==> src/rtl/pm_router_pkg.sv <==
package pm_router_pkg;

  localparam int REG_ADDR_W = 3;
  localparam int REG_DATA_W = 8;
  localparam int NUM_SRC    = 6;

  localparam logic [REG_ADDR_W-1:0] ADDR_CFG  = 3'd0;
  localparam logic [REG_ADDR_W-1:0] ADDR_STSA = 3'd1;
  localparam logic [REG_ADDR_W-1:0] ADDR_STSB = 3'd2;
  localparam logic [REG_ADDR_W-1:0] ADDR_ENA  = 3'd3;
  localparam logic [REG_ADDR_W-1:0] ADDR_ENB  = 3'd4;

  // Source index inside the internal vectors
  localparam int SRC_IR   = 0;
  localparam int SRC_SERA = 1;
  localparam int SRC_FDC  = 2;
  localparam int SRC_PRT  = 3;
  localparam int SRC_WDT  = 4;
  localparam int SRC_GPIO = 5;

  // Bit positions of the group-B sources inside their register
  localparam int BPOS_WDT  = 2;
  localparam int BPOS_GPIO = 3;

  typedef enum logic [2:0] {
    SEL_CFG, SEL_STSA, SEL_STSB, SEL_ENA, SEL_ENB, SEL_NONE
  } regSel_e;

  typedef struct packed {
    logic    wrCfg;
    logic    wrStsA;
    logic    wrStsB;
    logic    wrEnA;
    logic    wrEnB;
    regSel_e rdSel;
  } ctrlStrobes_t;

endpackage

==> src/rtl/pm_router_ctrl.sv <==
module pm_router_ctrl
  import pm_router_pkg::*;
(
  input  logic                  regWrEn,
  input  logic [REG_ADDR_W-1:0] regAddr,
  output ctrlStrobes_t          strobes
);

  always_comb begin
    strobes = '{wrCfg: 1'b0, wrStsA: 1'b0, wrStsB: 1'b0,
                wrEnA: 1'b0, wrEnB: 1'b0, rdSel: SEL_NONE};
    case (regAddr)
      ADDR_CFG:  begin strobes.wrCfg  = regWrEn; strobes.rdSel = SEL_CFG;  end
      ADDR_STSA: begin strobes.wrStsA = regWrEn; strobes.rdSel = SEL_STSA; end
      ADDR_STSB: begin strobes.wrStsB = regWrEn; strobes.rdSel = SEL_STSB; end
      ADDR_ENA:  begin strobes.wrEnA  = regWrEn; strobes.rdSel = SEL_ENA;  end
      ADDR_ENB:  begin strobes.wrEnB  = regWrEn; strobes.rdSel = SEL_ENB;  end
      default:   strobes.rdSel = SEL_NONE;
    endcase
  end

endmodule

==> src/rtl/pm_router_dp.sv <==
module pm_router_dp
  import pm_router_pkg::*;
(
  input  logic                  clk,
  input  logic                  rstN,
  input  ctrlStrobes_t          strobes,
  input  logic [REG_DATA_W-1:0] wrData,
  input  logic [NUM_SRC-1:0]    irqIn,
  output logic [REG_DATA_W-1:0] rdData,
  output logic                  smiOut,
  output logic                  pmeOut,
  output logic                  fastExpiry,
  output logic                  outEnable,
  output logic [NUM_SRC-1:0]    statusVec
);

  logic                  routeToPme;
  logic [NUM_SRC-1:0]    enableVec;
  logic [NUM_SRC-1:0]    irqPrev;
  logic [NUM_SRC-1:0]    riseVec;
  logic [NUM_SRC-1:0]    clearVec;
  logic [NUM_SRC-1:0]    wrMapped;
  logic                  pending;
  logic                  unusedHiBits;

  assign unusedHiBits = ^wrData[REG_DATA_W-1:4];

  // Write data laid out in source order (group A low nibble, group B picked bits)
  always_comb begin
    wrMapped           = '0;
    wrMapped[SRC_PRT:SRC_IR] = wrData[3:0];
    wrMapped[SRC_WDT]  = wrData[BPOS_WDT];
    wrMapped[SRC_GPIO] = wrData[BPOS_GPIO];
  end

  always_comb begin
    clearVec = '0;
    if (strobes.wrStsA) clearVec[SRC_PRT:SRC_IR] = wrMapped[SRC_PRT:SRC_IR];
    if (strobes.wrStsB) clearVec[SRC_GPIO:SRC_WDT] = wrMapped[SRC_GPIO:SRC_WDT];
  end

  assign riseVec = irqIn & ~irqPrev;

  always_ff @(posedge clk) begin
    if (!rstN) begin
      irqPrev    <= '0;
      statusVec  <= '0;
      enableVec  <= '0;
      outEnable  <= 1'b0;
      fastExpiry <= 1'b0;
      routeToPme <= 1'b0;
    end else begin
      irqPrev   <= irqIn;
      // set has priority over clear so that no edge is lost
      statusVec <= (statusVec & ~clearVec) | riseVec;
      if (strobes.wrEnA) enableVec[SRC_PRT:SRC_IR]   <= wrMapped[SRC_PRT:SRC_IR];
      if (strobes.wrEnB) enableVec[SRC_GPIO:SRC_WDT] <= wrMapped[SRC_GPIO:SRC_WDT];
      if (strobes.wrCfg) begin
        outEnable  <= wrData[0];
        fastExpiry <= wrData[1];
        routeToPme <= wrData[2];
      end
    end
  end

  assign pending = |(statusVec & enableVec);
  assign smiOut  = pending & outEnable & ~routeToPme;
  assign pmeOut  = pending & outEnable &  routeToPme;

  function automatic logic [REG_DATA_W-1:0] packGroupB(input logic [NUM_SRC-1:0] v);
    logic [REG_DATA_W-1:0] r;
    r            = '0;
    r[BPOS_WDT]  = v[SRC_WDT];
    r[BPOS_GPIO] = v[SRC_GPIO];
    return r;
  endfunction

  always_comb begin
    rdData = '0;
    case (strobes.rdSel)
      SEL_CFG:  rdData[2:0] = {routeToPme, fastExpiry, outEnable};
      SEL_STSA: rdData[3:0] = statusVec[SRC_PRT:SRC_IR];
      SEL_STSB: rdData      = packGroupB(statusVec);
      SEL_ENA:  rdData[3:0] = enableVec[SRC_PRT:SRC_IR];
      SEL_ENB:  rdData      = packGroupB(enableVec);
      default:  rdData      = '0;
    endcase
  end

endmodule

==> src/rtl/pm_idle_timer.sv <==
module pm_idle_timer #(
  parameter int LONG_TICKS  = 1000,
  parameter int SHORT_TICKS = 8
) (
  input  logic clk,
  input  logic rstN,
  input  logic fastSel,
  input  logic tick,
  input  logic activity,
  output logic expired
);

  localparam int CNT_W = $clog2(LONG_TICKS + 1);
  localparam logic [CNT_W-1:0] LONG_LAST  = CNT_W'(LONG_TICKS - 1);
  localparam logic [CNT_W-1:0] SHORT_LAST = CNT_W'(SHORT_TICKS - 1);

  logic [CNT_W-1:0] tickCnt;
  logic             doneFlag;
  logic [CNT_W-1:0] lastVal;

  assign lastVal = fastSel ? SHORT_LAST : LONG_LAST;

  always_ff @(posedge clk) begin
    if (!rstN) begin
      tickCnt  <= '0;
      doneFlag <= 1'b0;
      expired  <= 1'b0;
    end else if (activity) begin
      tickCnt  <= '0;
      doneFlag <= 1'b0;
      expired  <= 1'b0;
    end else if (tick && !doneFlag) begin
      if (tickCnt >= lastVal) begin
        expired  <= 1'b1;
        doneFlag <= 1'b1;
      end else begin
        tickCnt  <= tickCnt + 1'b1;
        expired  <= 1'b0;
      end
    end else begin
      expired <= 1'b0;
    end
  end

endmodule

==> src/rtl/pm_event_router.sv <==
module pm_event_router
  import pm_router_pkg::*;
#(
  parameter int LONG_TICKS  = 1000,
  parameter int SHORT_TICKS = 8
) (
  input  logic                  clk,
  input  logic                  rstN,
  input  logic [NUM_SRC-1:0]    irqIn,
  input  logic [REG_ADDR_W-1:0] regAddr,
  input  logic                  regWrEn,
  input  logic [REG_DATA_W-1:0] regWrData,
  output logic [REG_DATA_W-1:0] regRdData,
  input  logic                  idleTick,
  input  logic                  devActivity,
  output logic                  smiOut,
  output logic                  pmeOut,
  output logic                  idleExpired
);

  ctrlStrobes_t       strobes;
  logic               fastExpiry;
  logic               outEnable;
  logic [NUM_SRC-1:0] statusVec;

  pm_router_ctrl uCtrl (
    .regWrEn (regWrEn),
    .regAddr (regAddr),
    .strobes (strobes)
  );

  pm_router_dp uDp (
    .clk        (clk),
    .rstN       (rstN),
    .strobes    (strobes),
    .wrData     (regWrData),
    .irqIn      (irqIn),
    .rdData     (regRdData),
    .smiOut     (smiOut),
    .pmeOut     (pmeOut),
    .fastExpiry (fastExpiry),
    .outEnable  (outEnable),
    .statusVec  (statusVec)
  );

  pm_idle_timer #(
    .LONG_TICKS  (LONG_TICKS),
    .SHORT_TICKS (SHORT_TICKS)
  ) uTimer (
    .clk      (clk),
    .rstN     (rstN),
    .fastSel  (fastExpiry),
    .tick     (idleTick),
    .activity (devActivity),
    .expired  (idleExpired)
  );

endmodule

==> config.mk <==
export PLATFORM = sky130hd
export DESIGN_NAME = pm_event_router
export DESIGN_NICKNAME = d
export VERILOG_FILES = /design/src/rtl/pm_router_pkg.sv /design/src/rtl/pm_router_ctrl.sv /design/src/rtl/pm_router_dp.sv /design/src/rtl/pm_idle_timer.sv /design/src/rtl/pm_event_router.sv
export SDC_FILE = /design/constraint.sdc
export NUM_CORES = 1
export LEC_CHECK = 0
export BUFFER_PORTS_ARGS = -buffer_cell sky130_fd_sc_hd__buf_2
export CELL_PAD_IN_SITES_DETAIL_PLACEMENT = 0
export CELL_PAD_IN_SITES_GLOBAL_PLACEMENT = 1
export CORE_MARGIN = 2
export CORE_UTILIZATION = 32
export CTS_BUF_LIST = sky130_fd_sc_hd__clkbuf_2
export DETAILED_ROUTE_END_ITERATION = 7
export PLACE_DENSITY = 0.6
export SYNTH_ARGS = -nofsm -noshare
export SYNTH_HDL_FRONTEND = slang
export SYNTH_SLANG_ARGS = --single-unit
==> constraint.sdc <==
create_clock -name clk -period 2.5 [get_ports clk]
set_clock_uncertainty 0.15 [all_clocks]
set_input_delay 0.125 -clock clk [delete_from_list [all_inputs] [get_ports clk]]
set_output_delay 0.125 -clock clk [all_outputs]
set_load 0.01 [all_outputs]
* After elaboration in Yosys (flattened, before gate mapping)
Cells that the tools add are included.
** Cells by class
- Mux-type cells :: 12
- Magnitude comparators :: 1
- Equality and inequality tests :: 8
- Bitwise operators :: 13
- $add $sub $neg :: 1
- Reduce and logical (&&, ||, !) cells :: 9
** Operator list (count)
- $pmux 3 s5 :: 2
- $and 6x6->6 :: 3
- $eq 3x2->1 const B :: 4
- $not 6->6 :: 2
- $add 10x1->10 const B :: 1
- $ge 10x10->1 :: 1
- $mux 10 :: 1
- $eq 3x1->1 const B :: 2
- $eq 3x3->1 const B :: 2
- $logic_not 3->1 :: 2
- $mux 1 :: 6
- $or 6x6->6 :: 1
- $reduce_or 6->1 :: 1
- $mux 4 :: 1
- $not 1->1 :: 4
- $pmux 1 s4 :: 1
- $reduce_and 2->1 :: 2
- $and 1x1->1 :: 3
- $reduce_or 3->1 :: 1
- $mux 2 :: 1
- $reduce_or 2->1 :: 1
- $logic_and 1x1->1 :: 1
- $logic_not 1->1 :: 1
** Storage, ports and cells
- Word-level logic and storage cells :: 54
- Output and inout port bits :: 11
- Input port bits :: 22
- Register bits :: 33

* Depth between registers and ports, before layout
Gate-level depths: netlist of run 1.
- Word-level depth :: 6
- Gate-level depth with buffers :: 6
- Depth with buffers taken out :: 5

* Cells and area by module
Synthesis of run 1 repeated with hierarchy kept, for this count alone.
** Second synthesis, totals
- Cells, all modules :: 193
- Area total of the unflattened synthesis :: 1784.2 um^2
** Modules (own cells, without submodules)
- pm_router_dp :: area each 977.2 um^2, cells an instance 104, sequential area each 420.4 um^2, times used 1
- pm_idle_timer :: area each 721.9 um^2, cells an instance 81, sequential area each 240.2 um^2, times used 1
- pm_router_ctrl :: area each 85.1 um^2, cells an instance 8, sequential area each 0.0 um^2, times used 1

* Least setup slack after synthesis of run 1
No wires, ideal clock.
- Path type :: reg2reg
- Start point :: register uDp.fastExpiry
- End point :: register uTimer.tickCnt[3]
- Setup slack :: 0.344 ns
- Data arrival time :: 1.936 ns
- Stages on the path, launching flop included :: 6
- Library setup time :: 0.070 ns
- Path through :: dfxtp_1 -> ha_1 -> a21o_1 -> a2111o_1 -> or4_1 -> a21oi_1
** On the way
- Longest elaborated chain between the ends :: 4
** RTL lines
- from (decl) :: RTL line pm_router_dp.sv:12 : output logic fastExpiry,
- from (signal assigned) :: RTL line pm_router_dp.sv:60 : fastExpiry <= wrData[1];
- $mux 10 :: RTL line pm_idle_timer.sv:21 : assign lastVal = fastSel ? SHORT_LAST : LONG_LAST;
- $ge 10x10->1 :: RTL line pm_idle_timer.sv:33 : if (tickCnt >= lastVal) begin
- $not 1->1 (no line)
- $reduce_and 2->1 (no line)
- to (signal assigned) :: RTL line pm_idle_timer.sv:37 : tickCnt <= tickCnt + 1'b1;
- to (decl) :: RTL line pm_idle_timer.sv:17 : logic [CNT_W-1:0] tickCnt;
No other way between the ends.
A chain may end at the register's enable or synchronous reset.

* Worst setup path after layout of run 1
- Start point :: register uDp.fastExpiry
- End point :: register uTimer.tickCnt[7]
Same word-level chain as after synthesis.

==> results.md, run 1 <==
- Status: finished clean
- DRT Wirelength: 3.87 mm
- Synthesized area: 0.00174 mm^2
- Core ar.: 0.00517 mm^2
- Data required time at the worst endpoint: about 2700 ps
- Synthesized flop and latch total: 33
- Startpoint types: register
- Post-synthesis async set-or-reset flop share: 0
- Port bufs: 24
- R2R setup slack: 150 ps
- Inserted Clock Buffers: 5
- Layout area overhead: 23.2%
- Placed insts: 277
- Clk sink count: 33
- Mean Syn Cell Area: between 9 and 10 um^2
- First drt pass iteration count: 4
- Die ar.: 0.00603 mm^2
- CTS tree: done
- XOR/XNOR Fraction of Synth Area: 0
- Largest net degree at the start of global routing: 24
- Unrepaired setup endpoints after global routing: false
- Hold wc startpoint: regWrEn
- Synth Area in Compound Gates: 0.162
- P_leak: a little under 0.9 nW
- Fmax: 0.425 GHz
- Post-synthesis mux area share: 0.101
- Root Buffer: clkbuf_2
- Main combinational cell family by area after synthesis: simple AND/OR/NAND/NOR gates
- Synth Instances: 185
- DRC: 0
- Yosys synthesis warning count: 0
- Worst-skew pair later-pin latency: 380 ps
- Adder-Cell Fraction of Synth Area: 0.0433
- CP Capture Type: register
- VDD IR max: 0.000199 V
- R2R depth: 7
- Vias per inst: around 4.9
- Max Root-Sink Buffers: 2
- Starting Density: 0.336
- Ports: 33
- Worst Path Arrival: 2520 ps
- H-tree depth: 2
- Non-filler cells, final: around 300
- Min setup slack post-route: approximately 150 ps
- FF-to-FF Start: uDp.fastExpiry
- Least-Margin Pin Slew: 731 ps
- Final Hold Fails: 0
- Routability cong.: approximately 0.8
- Simple-gate share of the synthesized area: 0.258
- Row count: 26
- Final Slew Violations: 0
- Iteration-0 DRC Markers: ~140
- Post-synth EDFFs: 0
- Final period util: 0.940
- Slew HR: 0.510
- Placed cell area: approximately 0.0019 mm^2
- Nets@finish: between 200 and 300
- Worst hold path stage count: 5
- Leading area contributor after synthesis: dfxtp_1
- Register area: between 600 and 700 um^2
- Post-CTS Setup Inserts: 0
- Vias in the first global route: 1382
- Final hold slack: 136 ps
- # diodes: 0
- Sequential share of the synthesized area: 0.381
- PwrDens: 440 mW/mm^2
- Multi-input gate area: 0.00101 mm^2
- Cell area after layout: between 0.002 and 0.0025 mm^2
- CTS clk-pin slew, worst paths: 200 ps
- Share of cells above drive strength 1: 0.212
- Final setup fails: 0
- Die Height: about 78 um
- Die width: 77.6 um
- Global-route wire length before repair: 6.44 mm
- Filler cells: 523
- Layout Utilization: 0.413
- HP Class: in -> reg
- GR Util All Layers: 0.133
- Vias: 1488
- Worst R2R End: uTimer.tickCnt[7]
- Grt total ovfl: 0
- Setup WS pre-CTS: -140 ps
- Drt wl/cell: 12.9 um
- Antenna violations before repair: 0
- Number of library cell types mapped by synthesis: between 40 and 50
- Hold endpoint: uDp.enableVec[4]
- Synth top area share: 0.381
- DP Wirelength: 2.81 mm
- ANT nets after route: 0
- Crit path kind: reg -> reg
- Fin crit period: 2350 ps
- CP max FO: 6
- Post-synth top flop: dfxtp_1
- Max-cap viol count: 0
- Synth top area cells: dfxtp_1, mux2i_1, nor2b_1, ha_1, o21a_1
[state kept, by name (all words and copies together) (netlist names)]
name,count
uDp.enableVec,6
uTimer.expired,1
uDp.irqPrev,6
uDp.statusVec,6
uTimer.doneFlag,1
uTimer.tickCnt,10
uDp.routeToPme,1
uDp.fastExpiry,1
uDp.outEnable,1
[Yosys cell counts, drive strengths merged, types with 2 or more instances]
master / n
mux2: 2
nor2: 5
ha: 6
inv: 2
buf: 5
a21boi: 6
nor2b: 18
o21ai: 3
dfxtp: 33
nand2b: 4
o31ai: 5
o21a: 8
a21oi: 8
nand2: 7
and2: 7
nand3: 7
nor3b: 3
nand4: 2
nor3: 7
or4: 5
and3: 3
a22oi: 5
clkbuf: 6
mux2i: 13
and4: 2
or2b: 2
[per-stage QoR]
step	TNS [ps]	power, mW
6_report	0	0.942
5_1_grt	0	0.991
4_1_cts	0	0.953
3_5_place_dp	-604	0.665
3_3_place_gp	-66.2	0.661
2_1_floorplan	0	0.635
[per-layer routing]
layer,track usage,vias to the layer above,part of all wire
li1,-,759,-
met1,0.192,693,0.52
met2,0.192,32,0.43
met3,0.0372,4,0.046
met4,0.0375,0,0.0088
met5,0,-,0
[worst max path at each step]
stage                         from                 to  cells after the start
floorplan           uDp.fastExpiry  uTimer.tickCnt[3]                      5
global placement    uDp.fastExpiry  uTimer.tickCnt[8]                      6
detailed placement  uDp.fastExpiry  uTimer.tickCnt[7]                      6
CTS                 uDp.fastExpiry  uTimer.tickCnt[5]                      6
global route        uDp.fastExpiry  uTimer.tickCnt[7]                      7
finish              uDp.fastExpiry  uTimer.tickCnt[7]                      7
[cells by family (layout without fill, tap and decap cells)]
family                     Yosys count  count (layout)
and+or+nand+nor                     75              75
adders and majority gates            6               6
buffers and inverters               14              56
DFF                                 33              33
other                                1               4
muxes                               16              16
AOI/OAI and AO/OA                   40              41
[worst max-delay path, stage by stage (launching register included)]
cell	delay, ps
dfxtp_2	390
ha_1	320
buf_4	160
and4_4	180
a2111o_1	440
buf_4	200
nor3_1	240
mux2i_1	230
[layout by cell type (no fill, tap or decap), types with 7 or more instances in the layout]
cell and n:
dfxtp_1 32, nand2_1 7, a21oi_1 8, mux2i_1 13, nand3_1 7, o21a_1 8
dlygate4sd3_1 15, buf_4 7, nor2b_1 18, buf_2 24
[where the power goes]
part	total (mW)	switching (mW)	internal, mW
sequential	0.555	0.0117	0.544
combinational	0.117	0.0544	0.0629
clock	0.269	0.201	0.0674
total	0.942	0.268	0.674
[final cells by class]
class,instances,area share
clock buffer,5,0.0117
clock inverter,3,0.0105
inverter,2,0.00351
multi-input combinational,142,0.473
sequential,33,0.310
tap,70,0.0410
timing repair buffer,46,0.151
[repair_timing]
| item | CTS | global route |
|---|---|---|
| hold endpoints to repair | 33 | 0 |
| pin swaps | 0 | 1 |
| gates cloned | 0 | 1 |
| endpoints found under the setup margin | 9 | 6 |
| resized for setup | 2 | 0 |
| hold buffers | 15 | 0 |
Note: power is estimated with default switching activity, not from simulation.
==> inputs of run 2 (changes only) <==
--- a/config.mk
+++ b/config.mk
@@ -11,8 +11,9 @@
 export CORE_MARGIN = 2
 export CORE_UTILIZATION = 32
 export CTS_BUF_LIST = sky130_fd_sc_hd__clkbuf_2
+export CTS_CLUSTER_DIAMETER = 200
 export DETAILED_ROUTE_END_ITERATION = 7
-export PLACE_DENSITY = 0.6
+export PLACE_DENSITY_LB_ADDON = 0.1
 export SYNTH_ARGS = -nofsm -noshare
 export SYNTH_HDL_FRONTEND = slang
 export SYNTH_SLANG_ARGS = --single-unit
==> run 2 against run 1 <==
Design area grew 0.18%. Sequential share of layout area down 0.054 points. Global-route usage is 0.47 points higher. Combinational power is essentially flat. Count of clock-buffer cells in the layout is the same. First-iteration DRC count down 12%. Total power increased by 10%. Critical endpoint is now uTimer.tickCnt[4]. Worst hold slack got worse by 6.9 ps. Clock power grew 38%. Via count shrank 2.8%. Critical path depth is 2 lower.
==> results.md, run 2 (synthesis results as in run 1) <==
- Global-route wire length before repair: about 6.6 mm
- Sum of negative setup slack: 0 ps
- HP Class: in -> reg
- Core ar.: approximately 0.0052 mm^2
- Most frequent cells in the layout: dfxtp_1, buf_2, nor2b_1
- Status: finished clean
- Row count: 26
- Max Root-Sink Buffers: 2
- P_sw: approximately 0.26 mW
- Routability cong.: 0.773
- Port bufs: 24
- Combinational share of power: 0.111
- Starting Density: 0.336
- Root Buffer: clkbuf_2
- CP max FO: 15
- Clk sink count: 33
- Least-Margin Pin Slew: 587 ps
- ANT nets after route: 0
- Final period util: 0.936
- Max-cap viol count: 0
- Final setup fails: 0
- Max reg flops: 10
- Cell area after layout: 0.00214 mm^2
- Worst path bufs/invs: 0
- Critical path depth: 5
- FF-to-FF Start: uTimer.tickCnt[8]
- Die Height: 77.6 um
- Worst path max stage delay: 570 ps
- Fmax: approximately 0.43 GHz
- Overall power: 1.04 mW
- Data required time at the worst endpoint: roughly 2700 ps
- P_leak: 0.885 nW
- Nets@finish: between 200 and 300
- Min setup slack post-route: 161 ps
- Clock power frac: 0.355
- Final Slew Violations: 0
- Die width: 77.6 um
- Top reg by flops: uTimer.tickCnt
- CTS tree: done
- Startpoint types: register
- Non-filler cells, final: 299
- DRC: 0
- Antenna violations before repair: 0
- Die ar.: about 0.006 mm^2
- Grt total ovfl: 0
- CP Capture Type: register
- Crit path kind: reg -> reg
- Largest net degree at the start of global routing: 24
- Placed insts: 275
- Filler cells: 525
- Layout area overhead: 23.4%
- Int Power: 0.777 mW
- Fin crit period: ~2300 ps
- Slew HR: 0.606
- Vias in the first global route: 1389
- Ports: 33
- Unrepaired setup endpoints after global routing: false
- Share of cells above drive strength 1: 0.205
- Worst-skew pair later-pin latency: approximately 370 ps
- # diodes: 0
- First drt pass iteration count: 4
- Setup WS pre-CTS: about 110 ps
- PwrDens: approximately 490 mW/mm^2
- Drt wl/cell: 12.8 um
- Worst R2R End: uTimer.tickCnt[4]
- Inserted Clock Buffers: 5
- R2R setup slack: 160 ps
- VDD IR max: 0.000265 V
- Placed cell area: 0.00191 mm^2
- Commonest non-fill, non-tap cell in the layout: dfxtp_1
- DP Wirelength: 2.83 mm
- Worst path slowest cell: a2111o_2
- Critical-path cell list: ha_1 > and4_4 > a2111o_2 > or4_1 > a21oi_1
- Layout Utilization: 0.414
- Worst Setup SP: uTimer.tickCnt[8]
- H-tree depth: 2
- Final Hold Fails: 0
- CTS clk-pin slew, worst paths: approximately 200 ps
- Sw Share: 0.253
- R2R depth: 5
- Post-CTS Setup Inserts: 0
- Vias: 1446
- Delay-heaviest family, CP: compound AO/OA/AOI/OAI gates
- GR Util All Layers: 0.138
- Iteration-0 DRC Markers: 125
- Worst Path Arrival: between 2000 and 3000 ps
- Register share of total power: 0.534
- Final hold slack: between 100 and 150 ps
- DRT Wirelength: 3.83 mm
- Vias per inst: 4.84
- CP endpoint: uTimer.tickCnt[4]
==> run 2: changes by cell type in the layout (fill, tap and decap cells not counted), sizes merged <==
| cell | before | now |
|---|---|---|
| dlygate4sd3 | 15 | 16 |
| bufinv | 0 | 1 |
| a2111o | 2 | 1 |
| clkinvlp | 3 | 1 |
| buf | 31 | 29 |
| clkinv | 0 | 1 |
==> run 2: tightest hold or removal path, cell delays in order <==
cell      delay (ps)
buf_2            110
nand2b_1         110
nor3b_1          100
mux2i_1          150
nor2b_1           50
==> run 2: timing repair <==
action / 4_1_cts / 5_1_grt
hold buffers: 16 / 0
endpoints found under the hold margin: 33 / 0
resized for setup: 0 / 2
endpoints found under the setup margin: 0 / 6
==> run 2: worst min path at each step <==
stage              from  cells after the start          endpoint
2_1_floorplan  irqIn[0]                      1    uDp.irqPrev[0]
3_3_place_gp   irqIn[0]                      2    uDp.irqPrev[0]
3_5_place_dp   irqIn[3]                      2    uDp.irqPrev[3]
4_1_cts         regWrEn                      5  uDp.statusVec[2]
5_1_grt         regWrEn                      5  uDp.enableVec[5]
6_report        regWrEn                      5  uDp.enableVec[4]
==> run 2: area by class of cell <==
cell class | instances | area, um^2 | share of cell area
clock inverters | 3 | 46.3 | 0.0216
well taps | 70 | 87.6 | 0.0409
flip-flops and latches | 33 | 662 | 0.309
multi-input cells | 141 | 996 | 0.465
repair buffers | 45 | 318 | 0.148
inverters | 2 | 7.51 | 0.00350
clock buffers | 5 | 25.0 | 0.0117
==> run 2: power by group through the flow <==
stage,Sequential (mW),Combinational (mW),Clock [mW]
after floorplan,0.562,0.0734,0
after global placement,0.565,0.0963,0
after detailed placement,0.566,0.0982,0
after CTS,0.555,0.116,0.383
after global routing,0.558,0.130,0.410
final,0.555,0.115,0.370
==> run 2: layer usage <==
layer  wire length, um  up-vias  share of wire  GRT usage
li1                  -      751              -          -
met1              2050      668           0.54      0.199
met2              1600       25           0.42      0.197
met3               156        2          0.041     0.0419
met4                23        0         0.0060     0.0375
met5                 0        -              0          0
==> inputs of run 3 (changes only) <==
--- a/config.mk
+++ b/config.mk
@@ -16,4 +16,5 @@
 export PLACE_DENSITY_LB_ADDON = 0.1
 export SYNTH_ARGS = -nofsm -noshare
 export SYNTH_HDL_FRONTEND = slang
+export SYNTH_HIERARCHICAL = 1
 export SYNTH_SLANG_ARGS = --single-unit
==> run 3 against run 2 <==
Utilization shrank 1.0 points. Via count grew 3.9%. Register-to-register slack lost 40 ps. Routed wire length grew 1.7%. Maximum frequency shrank 1.7%. First-iteration DRC count shrank 64%. Sequential share of layout area shrank 0.77 points. Clock power shrank 5%. Global-route usage shrank 0.13 points. Worst hold slack lost 73 ps. Sequential power is essentially flat. Critical path type unchanged.
==> results.md, run 3 <==
- Drt wl/cell: 12.6 um
- GR Util All Layers: 0.136
- Sequential share of the synthesized area: 0.370
- Starting Density: 0.328
- Yosys synthesis warning count: 6
- Sw Share: 0.245
- Crit path kind: reg -> reg
- Startpoint types: register
- Post-synthesis async set-or-reset flop share: 0
- Unrepaired setup endpoints after global routing: false
- HP Class: in -> reg
- Combinational share of power: 0.120
- Clock power frac: 0.342
- Die width: between 70 and 80 um
- Inserted Clock Buffers: 5
- CP max FO: 13
- Leading area contributor after synthesis: dfxtp_1
- Data required time at the worst endpoint: 2650 ps
- DRT Wirelength: 3.89 mm
- Status: finished clean
- Root Buffer: clkbuf_2
- Cell with the most instances after synthesis: dfxtp_1
- Worst Path Arrival: 2530 ps
- Sum of negative setup slack: 0 ps
- Top reg by flops: uTimer/tickCnt
- Largest net degree at the start of global routing: 24
- Top cells by count, synth: dfxtp_1, nor2b_1, a21oi_1, mux2i_1, nand2_1
- Synth top area share: 0.370
- Max Root-Sink Buffers: 2
- Post-synth EDFFs: 0
- Most frequent cells in the layout: dfxtp_1, buf_2, nor2b_1
- Post-CTS Setup Inserts: 0
- Post-synth top flop: dfxtp_1
- Final Hold Fails: 0
- Least-Margin Pin Slew: 542 ps
- Mean Syn Cell Area: roughly 9.2 um^2
- Core ar.: around 0.0054 mm^2
- Commonest non-fill, non-tap cell in the layout: dfxtp_1
- Synthesized area: approximately 0.0018 mm^2
- CTS tree: done
- Final setup fails: 0
- Port bufs: 24
- DRC: 0
- Worst-skew pair later-pin latency: 360 ps
- Die Height: approximately 79 um
- DP Wirelength: roughly 2.8 mm
- Fin crit period: 2380 ps
- Antenna violations before repair: 0
- H-tree depth: 2
- First drt pass iteration count: 4
- Synthesized flop and latch total: 33
- Synth top area cells: dfxtp_1, nor2b_1, mux2i_1, ha_1, a21oi_1
- Int Power: ~0.8 mW
- PwrDens: roughly 470 mW/mm^2
- P_leak: around 0.85 nW
- Ports: 33
- Share of cells above drive strength 1: 0.220
- Routability cong.: 0.772
- VDD IR max: 0.000197 V
- Row count: 27
- Vias: roughly 1500
- P_sw: 0.252 mW
- Number of library cell types mapped by synthesis: 50
- Nets@finish: 263
- Vias per inst: 4.88
- CP Capture Type: register
- Fmax: 0.420 GHz
- Clk sink count: 33
- Max-cap viol count: 0
- # diodes: 0
- Layout area overhead: 23.1%
- Setup WS pre-CTS: 25.0 ps
- Grt total ovfl: 0
- Min setup slack post-route: 120 ps
- Register share of total power: 0.538
- Synth Instances: 193
- Non-filler cells, final: 308
- Placed insts: roughly 280
- Iteration-0 DRC Markers: between 40 and 50
- Max reg flops: 10
- Die ar.: 0.00619 mm^2
- Final period util: 0.952
- ANT nets after route: 0
- Global-route wire length before repair: 6.64 mm
- Overall power: 1.03 mW
- CTS clk-pin slew, worst paths: between 150 and 200 ps
- Slew HR: 0.638
- Final Slew Violations: 0
- Vias in the first global route: 1480
==> run 3: cell types whose count changed after synthesis, moves of 4 or more <==
cell      change
o21a_1        -5
nand2_1       +5
a21boi_0      -6
a21oi_1       +5
nor3_1        -4
nor2b_1       +4
==> run 3: worst max-delay path, cell delays in order, from the launching register on <==
cell and delay [ps]:
dfxtp_2 400, ha_1 350, and4_4 190, a2111o_2 570, or4_1 500, a21oi_1 160
==> run 3: metrics by stage <==
| stage | utilization | hold WS, ps | area (um^2) |
|---|---|---|---|
| finish | 0.404 | 56.3 | 2200 |
| global route | 0.404 | 19.0 | 2200 |
| CTS | 0.403 | 21.9 | 2190 |
| detailed placement | 0.362 | 192 | 1970 |
| global placement | 0.362 | 186 | 1970 |
| floorplan | - | 96.7 | 1800 |
==> run 3: worst paths after layout <==
path                   startpoint                 to  slack [ps]  cells past startpoint
setup / recovery   uDp/fastExpiry  uTimer/tickCnt[4]         120                      5
hold / removal         regAddr[0]     uDp/routeToPme          60                      4
setup reg to reg   uDp/fastExpiry  uTimer/tickCnt[4]         120                      5
hold reg to reg   uTimer/doneFlag    uTimer/doneFlag         310                      2
==> run 3: logic make-up (layout without fill, tap and decap cells) <==
group                    count (synthesis)  count (layout)  share of synthesized area
multiplexers                            16              16                     0.0940
other                                    1               4                    0.00210
flip-flops                              33              33                      0.370
AND/OR/NAND/NOR                         81              81                      0.290
AO/OA/AOI/OAI                           39              39                      0.155
buffers and inverters                   17              57                     0.0470
adder cells (fa/ha/maj)                  6               6                     0.0421
==> run 3: area by class of cell <==
cell class	instances	area, um^2
clock inverters	2	33.8
well taps	72	90.1
repair buffers	44	310
inverters	5	18.8
clock buffers	6	30.0
multi-input cells	146	1050
fillers	560	3240
flip-flops and latches	33	662
==> run 3: power by group through the flow <==
stage / Combinational, mW / Clock (mW) / Sequential [mW]
final: 0.124 / 0.353 / 0.555
after global routing: 0.138 / 0.394 / 0.558
after CTS: 0.124 / 0.372 / 0.555
after detailed placement: 0.106 / 0 / 0.566
after global placement: 0.103 / 0 / 0.566
after floorplan: 0.0760 / 0 / 0.562
==> run 3: routing by layer <==
metal | track usage | vias to the layer above | share of wire
li1 | - | 777 | -
met2 | 0.238 | 26 | 0.49
met1 | 0.159 | 691 | 0.46
met3 | 0.0345 | 8 | 0.037
met5 | 0 | - | 0
met4 | 0.0526 | 0 | 0.019
==> run 3: repair_timing <==
action,CTS,global route
resized for setup,0,2
hold buffers,16,0
hold endpoints to repair,27,0
endpoints found under the setup margin,0,7
